--- config.mk ---
export PLATFORM = sky130hd
export DESIGN_NAME = backoff_retry_ctrl
export DESIGN_NICKNAME = d
export VERILOG_FILES = /design/src/rtl/backoff_pkg.sv /design/src/rtl/backoff_interval.sv /design/src/rtl/backoff_stall_timer.sv /design/src/rtl/backoff_sequencer.sv /design/src/rtl/backoff_retry_ctrl.sv
export SDC_FILE = /design/constraint.sdc
export NUM_CORES = 1
export LEC_CHECK = 0
export BUFFER_PORTS_ARGS = -buffer_cell sky130_fd_sc_hd__buf_2
export CAP_MARGIN = 15
export CORE_UTILIZATION = 45
export CTS_CLUSTER_SIZE = 20
export DETAILED_ROUTE_END_ITERATION = 10
export GPL_TIMING_DRIVEN = 0
export PLACE_DENSITY_LB_ADDON = 0.12
export REMOVE_ABC_BUFFERS = 1
export SLEW_MARGIN = 20
export SYNTH_ARGS = -nofsm -noshare
export SYNTH_HDL_FRONTEND = slang
export SYNTH_SLANG_ARGS = --single-unit
--- constraint.sdc ---
create_clock -name clk -period 2.5 [get_ports clk]
set_input_delay 0.25 -clock clk [delete_from_list [all_inputs] [get_ports clk]]
set_output_delay 0.25 -clock clk [all_outputs]
set_load 0.05 [all_outputs]
--- src/rtl/backoff_pkg.sv ---
package backoff_pkg;

    // Sequencer states
    typedef enum logic [1:0] {
        ST_IDLE  = 2'd0,
        ST_SPIN  = 2'd1,
        ST_ISSUE = 2'd2,
        ST_GRANT = 2'd3
    } bo_state_e;

    // Stall style picked when a failure is accepted
    typedef enum logic {
        MODE_SPIN  = 1'b0,
        MODE_PAUSE = 1'b1
    } bo_mode_e;

    // Decoded attempt report
    typedef struct packed {
        logic take_fail;
        logic take_ok;
    } bo_event_t;

    // Next unit count: double, but never beyond the ceiling
    function automatic int unsigned double_capped(input int unsigned u,
                                                  input int unsigned cap);
        return (u >= cap) ? cap : (u << 1);
    endfunction

endpackage

--- src/rtl/backoff_interval.sv ---
module backoff_interval
    import backoff_pkg::*;
#(
    parameter int CAP_LOG2 = 12
) (
    input  logic              clk,
    input  logic              rst,
    input  bo_event_t         ev_i,
    output logic [CAP_LOG2:0] units_o
);
    localparam int UW = CAP_LOG2 + 1;
    localparam logic [UW-1:0] ONE = UW'(1);
    localparam logic [UW-1:0] CAP = ONE << CAP_LOG2;

    logic [UW-1:0] units_q;

    always_ff @(posedge clk) begin
        if (rst) begin
            units_q <= ONE;
        end else if (ev_i.take_ok) begin
            units_q <= ONE;
        end else if (ev_i.take_fail) begin
            units_q <= UW'(double_capped(32'(units_q), 32'(CAP)));
        end
    end

    assign units_o = units_q;

    // count stays a power of two inside the ceiling
    a_r4_within_cap: assert property (@(posedge clk) disable iff (rst)
        (units_q <= CAP) && ($countones(units_q) == 1));

    // a failure below the ceiling doubles the count
    a_r3_doubles: assert property (@(posedge clk) disable iff (rst)
        (ev_i.take_fail && !ev_i.take_ok && units_q < CAP) |=> units_q == ($past(units_q) << 1));

    // a failure at the ceiling holds it
    a_r4_hold_at_cap: assert property (@(posedge clk) disable iff (rst)
        (ev_i.take_fail && !ev_i.take_ok && units_q == CAP) |=> units_q == CAP);

    // success returns to one unit
    a_r5_ok_resets: assert property (@(posedge clk) disable iff (rst)
        ev_i.take_ok |=> units_q == ONE);

endmodule

--- src/rtl/backoff_stall_timer.sv ---
module backoff_stall_timer #(
    parameter int LW = 20
) (
    input  logic          clk,
    input  logic          rst,
    input  logic          load_i,
    input  logic [LW-1:0] len_i,
    output logic          expired_o
);
    logic [LW-1:0] remain_q;
    logic          running_q;

    always_ff @(posedge clk) begin
        if (rst) begin
            remain_q  <= '0;
            running_q <= 1'b0;
        end else if (load_i) begin
            remain_q  <= len_i - LW'(1);
            running_q <= 1'b1;
        end else if (running_q) begin
            if (remain_q == '0) begin
                running_q <= 1'b0;
            end else begin
                remain_q <= remain_q - LW'(1);
            end
        end
    end

    assign expired_o = running_q && (remain_q == '0);

    // each running cycle removes exactly one cycle from the stall
    a_r2_countdown: assert property (@(posedge clk) disable iff (rst)
        (running_q && remain_q != '0 && !load_i) |=> running_q && (remain_q == $past(remain_q) - LW'(1)));

    // the sequencer never restarts a stall that is still running
    a_r7_no_reload: assert property (@(posedge clk) disable iff (rst)
        load_i |-> !running_q);

endmodule

--- src/rtl/backoff_sequencer.sv ---
module backoff_sequencer
    import backoff_pkg::*;
(
    input  logic      clk,
    input  logic      rst,
    input  logic      done_i,
    input  logic      ok_i,
    input  logic      pause_mode_i,
    input  logic      expired_i,
    output bo_event_t ev_o,
    output logic      load_o,
    output logic      retry_go_o,
    output logic      pause_vld_o
);
    bo_state_e state_q, state_d;
    bo_mode_e  mode;
    logic      accept;

    assign mode   = bo_mode_e'(pause_mode_i);
    assign accept = done_i && (state_q == ST_IDLE || state_q == ST_GRANT);

    always_comb begin
        ev_o.take_ok   = accept && ok_i;
        ev_o.take_fail = accept && !ok_i;
        load_o         = ev_o.take_fail && (mode == MODE_SPIN);
    end

    always_comb begin
        state_d = state_q;
        unique case (state_q)
            ST_IDLE, ST_GRANT: begin
                if (ev_o.take_fail) begin
                    state_d = (mode == MODE_PAUSE) ? ST_ISSUE : ST_SPIN;
                end else begin
                    state_d = ST_IDLE;
                end
            end
            ST_SPIN:  state_d = expired_i ? ST_GRANT : ST_SPIN;
            ST_ISSUE: state_d = ST_GRANT;
            default:  state_d = ST_IDLE;
        endcase
    end

    always_ff @(posedge clk) begin
        if (rst) state_q <= ST_IDLE;
        else     state_q <= state_d;
    end

    assign retry_go_o  = (state_q == ST_GRANT);
    assign pause_vld_o = (state_q == ST_ISSUE);

    // the grant is a single-cycle pulse
    a_r2_single_grant: assert property (@(posedge clk) disable iff (rst)
        retry_go_o |=> !retry_go_o);

    // a pause request is followed at once by the grant
    a_r6_issue_then_grant: assert property (@(posedge clk) disable iff (rst)
        pause_vld_o |=> retry_go_o && !pause_vld_o);

    // an unfinished spin stays a spin whatever arrives on done_i
    a_r7_spin_holds: assert property (@(posedge clk) disable iff (rst)
        (state_q == ST_SPIN && !expired_i) |=> state_q == ST_SPIN);

    // spinning never raises the pause strobe or the grant
    a_r2_spin_quiet: assert property (@(posedge clk) disable iff (rst)
        (state_q == ST_SPIN) |-> !retry_go_o && !pause_vld_o);

endmodule

--- src/rtl/backoff_retry_ctrl.sv ---
module backoff_retry_ctrl
    import backoff_pkg::*;
#(
    parameter int CAP_LOG2   = 12,
    parameter int UNIT_SHIFT = 7
) (
    input  logic                         clk,
    input  logic                         rst,
    input  logic                         done_i,
    input  logic                         ok_i,
    input  logic                         pause_mode_i,
    output logic                         retry_go_o,
    output logic                         pause_vld_o,
    output logic [CAP_LOG2+UNIT_SHIFT:0] pause_len_o
);
    localparam int LW = CAP_LOG2 + UNIT_SHIFT + 1;

    bo_event_t         ev;
    logic [CAP_LOG2:0] units;
    logic [LW-1:0]     stall_len;
    logic [LW-1:0]     len_q;
    logic              load;
    logic              expired;

    assign stall_len = LW'(units) << UNIT_SHIFT;

    backoff_interval #(.CAP_LOG2(CAP_LOG2)) u_interval (
        .clk     (clk),
        .rst     (rst),
        .ev_i    (ev),
        .units_o (units)
    );

    backoff_stall_timer #(.LW(LW)) u_timer (
        .clk       (clk),
        .rst       (rst),
        .load_i    (load),
        .len_i     (stall_len),
        .expired_o (expired)
    );

    backoff_sequencer u_seq (
        .clk          (clk),
        .rst          (rst),
        .done_i       (done_i),
        .ok_i         (ok_i),
        .pause_mode_i (pause_mode_i),
        .expired_i    (expired),
        .ev_o         (ev),
        .load_o       (load),
        .retry_go_o   (retry_go_o),
        .pause_vld_o  (pause_vld_o)
    );

    // Whole stall captured once for the single pause request
    always_ff @(posedge clk) begin
        if (rst)               len_q <= '0;
        else if (ev.take_fail) len_q <= stall_len;
    end

    assign pause_len_o = pause_vld_o ? len_q : '0;

    // no length shows without the strobe
    a_r9_len_quiet: assert property (@(posedge clk) disable iff (rst)
        !pause_vld_o |-> pause_len_o == '0);

    // a pause request is one power-of-two block
    a_r6_len_power: assert property (@(posedge clk) disable iff (rst)
        pause_vld_o |-> $countones(pause_len_o) == 1);

    // nothing is signalled in the first cycle out of reset
    a_r1_quiet_after_reset: assert property (@(posedge clk)
        $fell(rst) |-> !retry_go_o && !pause_vld_o);

    generate
        if (UNIT_SHIFT > 0) begin : g_align
            // request is whole units, never a fraction
            a_r6_len_aligned: assert property (@(posedge clk) disable iff (rst)
                pause_vld_o |-> pause_len_o[UNIT_SHIFT-1:0] == '0);
        end
    endgenerate

endmodule

### Word-level counts from Yosys, hierarchy flattened

Index checks and enable logic that the tools add are counted.

* register bits: 49
* bits of input ports: 5
* output and inout bits: 22

* add/sub/neg operators: 2
* $lt $le $gt $ge: 1
* eq/ne operators: 4
* muxes and demuxes: 12
* bitwise gates (word level): 1
* reductions and logical operators: 13

Operators by type and width (count)
* $mux W20: 4
* $sub A20 B1 Y20 const B: 2
* $logic_not A20 Y1: 1
* $ge A13 B13 Y1 const B: 1
* $mux W13: 1
* $mux W2: 3
* $pmux W2 S3: 1
* $logic_and A1 B1 Y1: 5
* $eq A2 B2 Y1 const B: 2
* $reduce_or A2 Y1: 2
* $mux W1: 3
* $eq A2 B1 Y1 const B: 1
* $logic_not A2 Y1: 1
* $ne A2 B2 Y1 const B: 1
* $reduce_and A2 Y1: 1
* $reduce_bool A2 Y1: 1
* $logic_not A1 Y1: 1
* $logic_or A1 B1 Y1: 1
* $not A1 Y1: 1

### Logic depth before layout (Yosys ltp)

* word-level depth: 7
* depth in mapped cells: 8

### By module

From an unflattened synthesis, not the netlist that was laid out.

* cell total of the unflattened synthesis: 359
* area total of the unflattened synthesis: 3027.9 um^2

Modules (own cells, without submodules)
* backoff_stall_timer: instances 1, cells an instance 224, area each 1746.7 um^2, seq. area each 420.4 um^2
* backoff_retry_ctrl: instances 1, cells an instance 64, area each 615.6 um^2, seq. area each 260.2 um^2
* backoff_interval: instances 1, cells an instance 55, area each 525.5 um^2, seq. area each 260.2 um^2
* backoff_sequencer: instances 1, cells an instance 16, area each 140.1 um^2, seq. area each 40.0 um^2

### Least setup slack after synthesis

No wires, ideal clock.

* path kind: register to register
* start point: register u_timer.remain_q[10]
* end point: register u_timer.remain_q[19]
* library setup time: 0.114 ns
* data arrival time: 2.150 ns
* setup slack: 0.236 ns
* stages on the path, launching flop included: 7
* cells stage by stage: dfxtp_1 > or4_4 > or2_1 > buf_2 > nor4_1 > mux2_2 > a2111oi_0

* word-level cells in the longest chain between the ends: 4
* elaborated cells between the ends (all ways): 7
* classes of those cells: add/sub: 1; eq/ne: 1; mux: 3; reduce/logical: 2

Ends and longest elaborated chain
* start, declared: RTL line backoff_stall_timer.sv:10 `logic [LW-1:0] remain_q;`
* start signal, assigned: RTL line backoff_stall_timer.sv:18 `remain_q <= len_i - LW'(1);`
* start signal, assigned: RTL line backoff_stall_timer.sv:24 `remain_q <= remain_q - LW'(1);`
* $sub A20 B1 Y20: RTL line backoff_stall_timer.sv:24
* $mux W20: RTL line backoff_stall_timer.sv:21 `if (remain_q == '0) begin`
* $mux W20: RTL line backoff_stall_timer.sv:20 `end else if (running_q) begin`
* $mux W20: RTL line backoff_stall_timer.sv:17 `end else if (load_i) begin`

Parallel ways exist; a longest one is shown, timed or not. The select of a mux whose other input is x is not followed.
A chain may end at the register's enable or synchronous reset.

### Worst setup path in the final report

* start point: register u_timer.remain_q[10]
* end point: register u_timer.remain_q[13]

The elaborated chain is that of the path after synthesis.

==> metrics.cfg <==
[outcome]
status=completed

[global_route]
antenna_found_initial=0
grt_pass1_wl_um=9560
grt_start_max_net_pins=39
grt-ovfl-total=0
grt_pass1_vias=1930
grt.total_usage_pct=19.5

[layout]
antennaDiodeCount=0
drive_gt1_share_pct=16.1
regArea_um2=981
fillers=568
syn_to_final_growth_pct=7.73
final_cells=401
fin_nets=338
multiInputGateArea_um2=1540

[route]
ant_nets=0
routed_wire_length_per_instance_um=14.1
route.detailed.drc=0
vias_per_cell=5.58
num_vias=2237
drtPass1Iterations=4
drt_wl_total_um=5640
drt_iter0_markers=119

[sta]
fin_ws_ns=0.0738
skew_ns=0.0106
final-max-slew-violation-count=0
slew_headroom_pct=40.1
worstMarginPinSlew_ns=0.897
tns_ns=0
rsz0062_at_grt=true
clock.fmax_ghz=0.412
finalCriticalPeriod_ns=2.43
setup_viol=0
hold_viol=0
fin_crit_sh_pct=97.0
worst_hold_slack_ns=0.217

[synth]
synthCells=324
synth.most_common_cell=dfxtp_1
synth_edf_count=0
synth_top_flop_cell=dfxtp_1
ys_ff_latch=49
syn_area_um2=2660
yosys.area.top_type_share_pct=36.9
synth_commonest_cells=49 x dfxtp_1, 48 x nand2_1, 44 x a21oi_1, 21 x clkbuf_1, 14 x nor2_1
yosysUniqueCellTypes=54
ys_top_cells_by_area=dfxtp_1 37%, a21oi_1 8.3%, nand2_1 6.8%, xnor2_1 3.3%, and2_1 3.1%
yosys_warnings=0
async_flop_share_pct=0
syn_area_per_cell_um2=8.19
yosysTopAreaCell=dfxtp_1
ys_seq_area_share_pct=36.9

[worst_setup_path]
cp-start-kind=register
setup.worst_path.class=reg -> reg
slowest_delay_ns=0.74
crit_path_max_fanout=9
rrSetupSlack_ns=0.07
cp_top_family=simple AND/OR/NAND/NOR gates
path_depth=5
required_ns=2.71
r2r-start=u_timer.remain_q[10]
r2r-end=u_timer.remain_q[13]
cp-startpoint=u_timer.remain_q[10]
endpoint_kind=register
endpoint=u_timer.remain_q[13]
worstPathArrival_ns=2.64
critPathBufInv=0
crit_slowest_cell=nor4_2
crit_chain=or4_4 > nor4_2 > a211o_2 > o31ai_1 > a311oi_1
worst_r2r_path_depth=5

[run]
maxCapViolations=0

[clocking]
clk_path_buf_depth=2
cts_hold_buffers=0
numCtsBuffers=5
root_buffer=clkbuf_8
h-tree-depth=2
insertion_delay_ns=0.31
path_clk_slew_ns=0.09
cts.sinks=49
cts_tree=done

[floorplan]
start_util_pct=47.3
die_y_um=78.8
placementRows=27
fp.dieW_um=78.8
io_pins=27
fp.dieArea_um2=6210
core_um2=5610

[placement]
gp_congestion=0.822
dp_cells=390
hpwl_um=3710
dp_slack_ns=-0.111
io_buffers=19

[power]
finalPower_mw=1.78
p_per_area_nw_per_um2=623
leakage_nw=1.06
irDropWorstVdd_mv=0.251

[hold_path]
hold_depth=3
hold_path.class=in -> reg

[cells in the final DEF, fill, tap and decap left out, types with 3 or more instances in the layout]
cell type / count
nor2_1: 13
nor4_2: 3
nand3b_1: 10
and3_1: 3
conb_1: 7
nor3_1: 8
nand4_1: 3
nand2_1: 48
inv_1: 8
a211oi_1: 3
xor2_1: 8
a31oi_1: 3
or4_1: 7
xnor2_1: 10
nor4_1: 4
a21oi_1: 44
a21o_1: 3
dfxtp_1: 49
buf_2: 19
ha_1: 5
and2_1: 13
o31ai_1: 4
clkbuf_8: 5
[registers in the layout, summed over array words and instances, names as in the netlist]
register / flops
len_q: 13
u_interval.units_o: 13
u_seq.state_q: 2
u_timer.remain_q: 20
u_timer.running_q: 1
[how the worst min path moves through the flow]
stage                      start                    to  slack [ns]
floorplan                    rst  u_timer.remain_q[12]        0.31
global placement        len_q[8]              len_q[8]        0.44
detailed placement     len_q[11]             len_q[11]        0.44
CTS                 pause_mode_i      u_seq.state_q[1]        0.21
global route        pause_mode_i      u_seq.state_q[1]        0.22
finish              pause_mode_i      u_seq.state_q[1]        0.22
[per-layer routing]
layer	vias to the layer above	wire [um]	track usage [%]
met5	-	0	0
met4	0	52	5.64
met3	4	166	4.37
met2	40	2530	30.0
met1	1051	2890	27.1
li1	1142	-	-
[kinds of logic after synthesis]
family                     synth area share (%)
AOI/OAI and AO/OA                          18.9
xor gates and xnor gates                   5.94
adders and majority gates                  2.36
buffers and inverters                      6.88
DFF                                        36.9
muxes                                      1.23
other                                     0.141
and+or+nand+nor                            27.6
[per-stage QoR]
stage,utilization [%],cell area (um2)
global route,51.0,2860
finish,51.0,2860
detailed placement,48.4,2710
global placement,48.3,2710
floorplan,-,2520
CTS,50.3,2820
[area by class of cell]
class	count	area share, %
Multi-Input combinational cell	242	53.9
Clock inverter	3	0.612
Sequential cell	49	34.3
Inverter	8	1.05
Tap cell	72	3.15
Timing Repair Buffer	22	4.55
Clock buffer	5	2.41
[worst min-delay path: stages]
cell     delay (ns)
buf_2          0.13
nand2_1        0.06
a21oi_1        0.05
[report_power, final]
part	switching [mW]	total (mW)	internal, mW
clock network	0.278	0.472	0.194
registers	0.0450	0.864	0.819
logic	0.289	0.445	0.157
[what timing repair did]
item                       CTS  global route
buffers inserted             0             3
gates resized for setup      4             1
pin swaps                    0             1
setup endpoints to repair    1             4
Power figures use the tool's default switching activity.
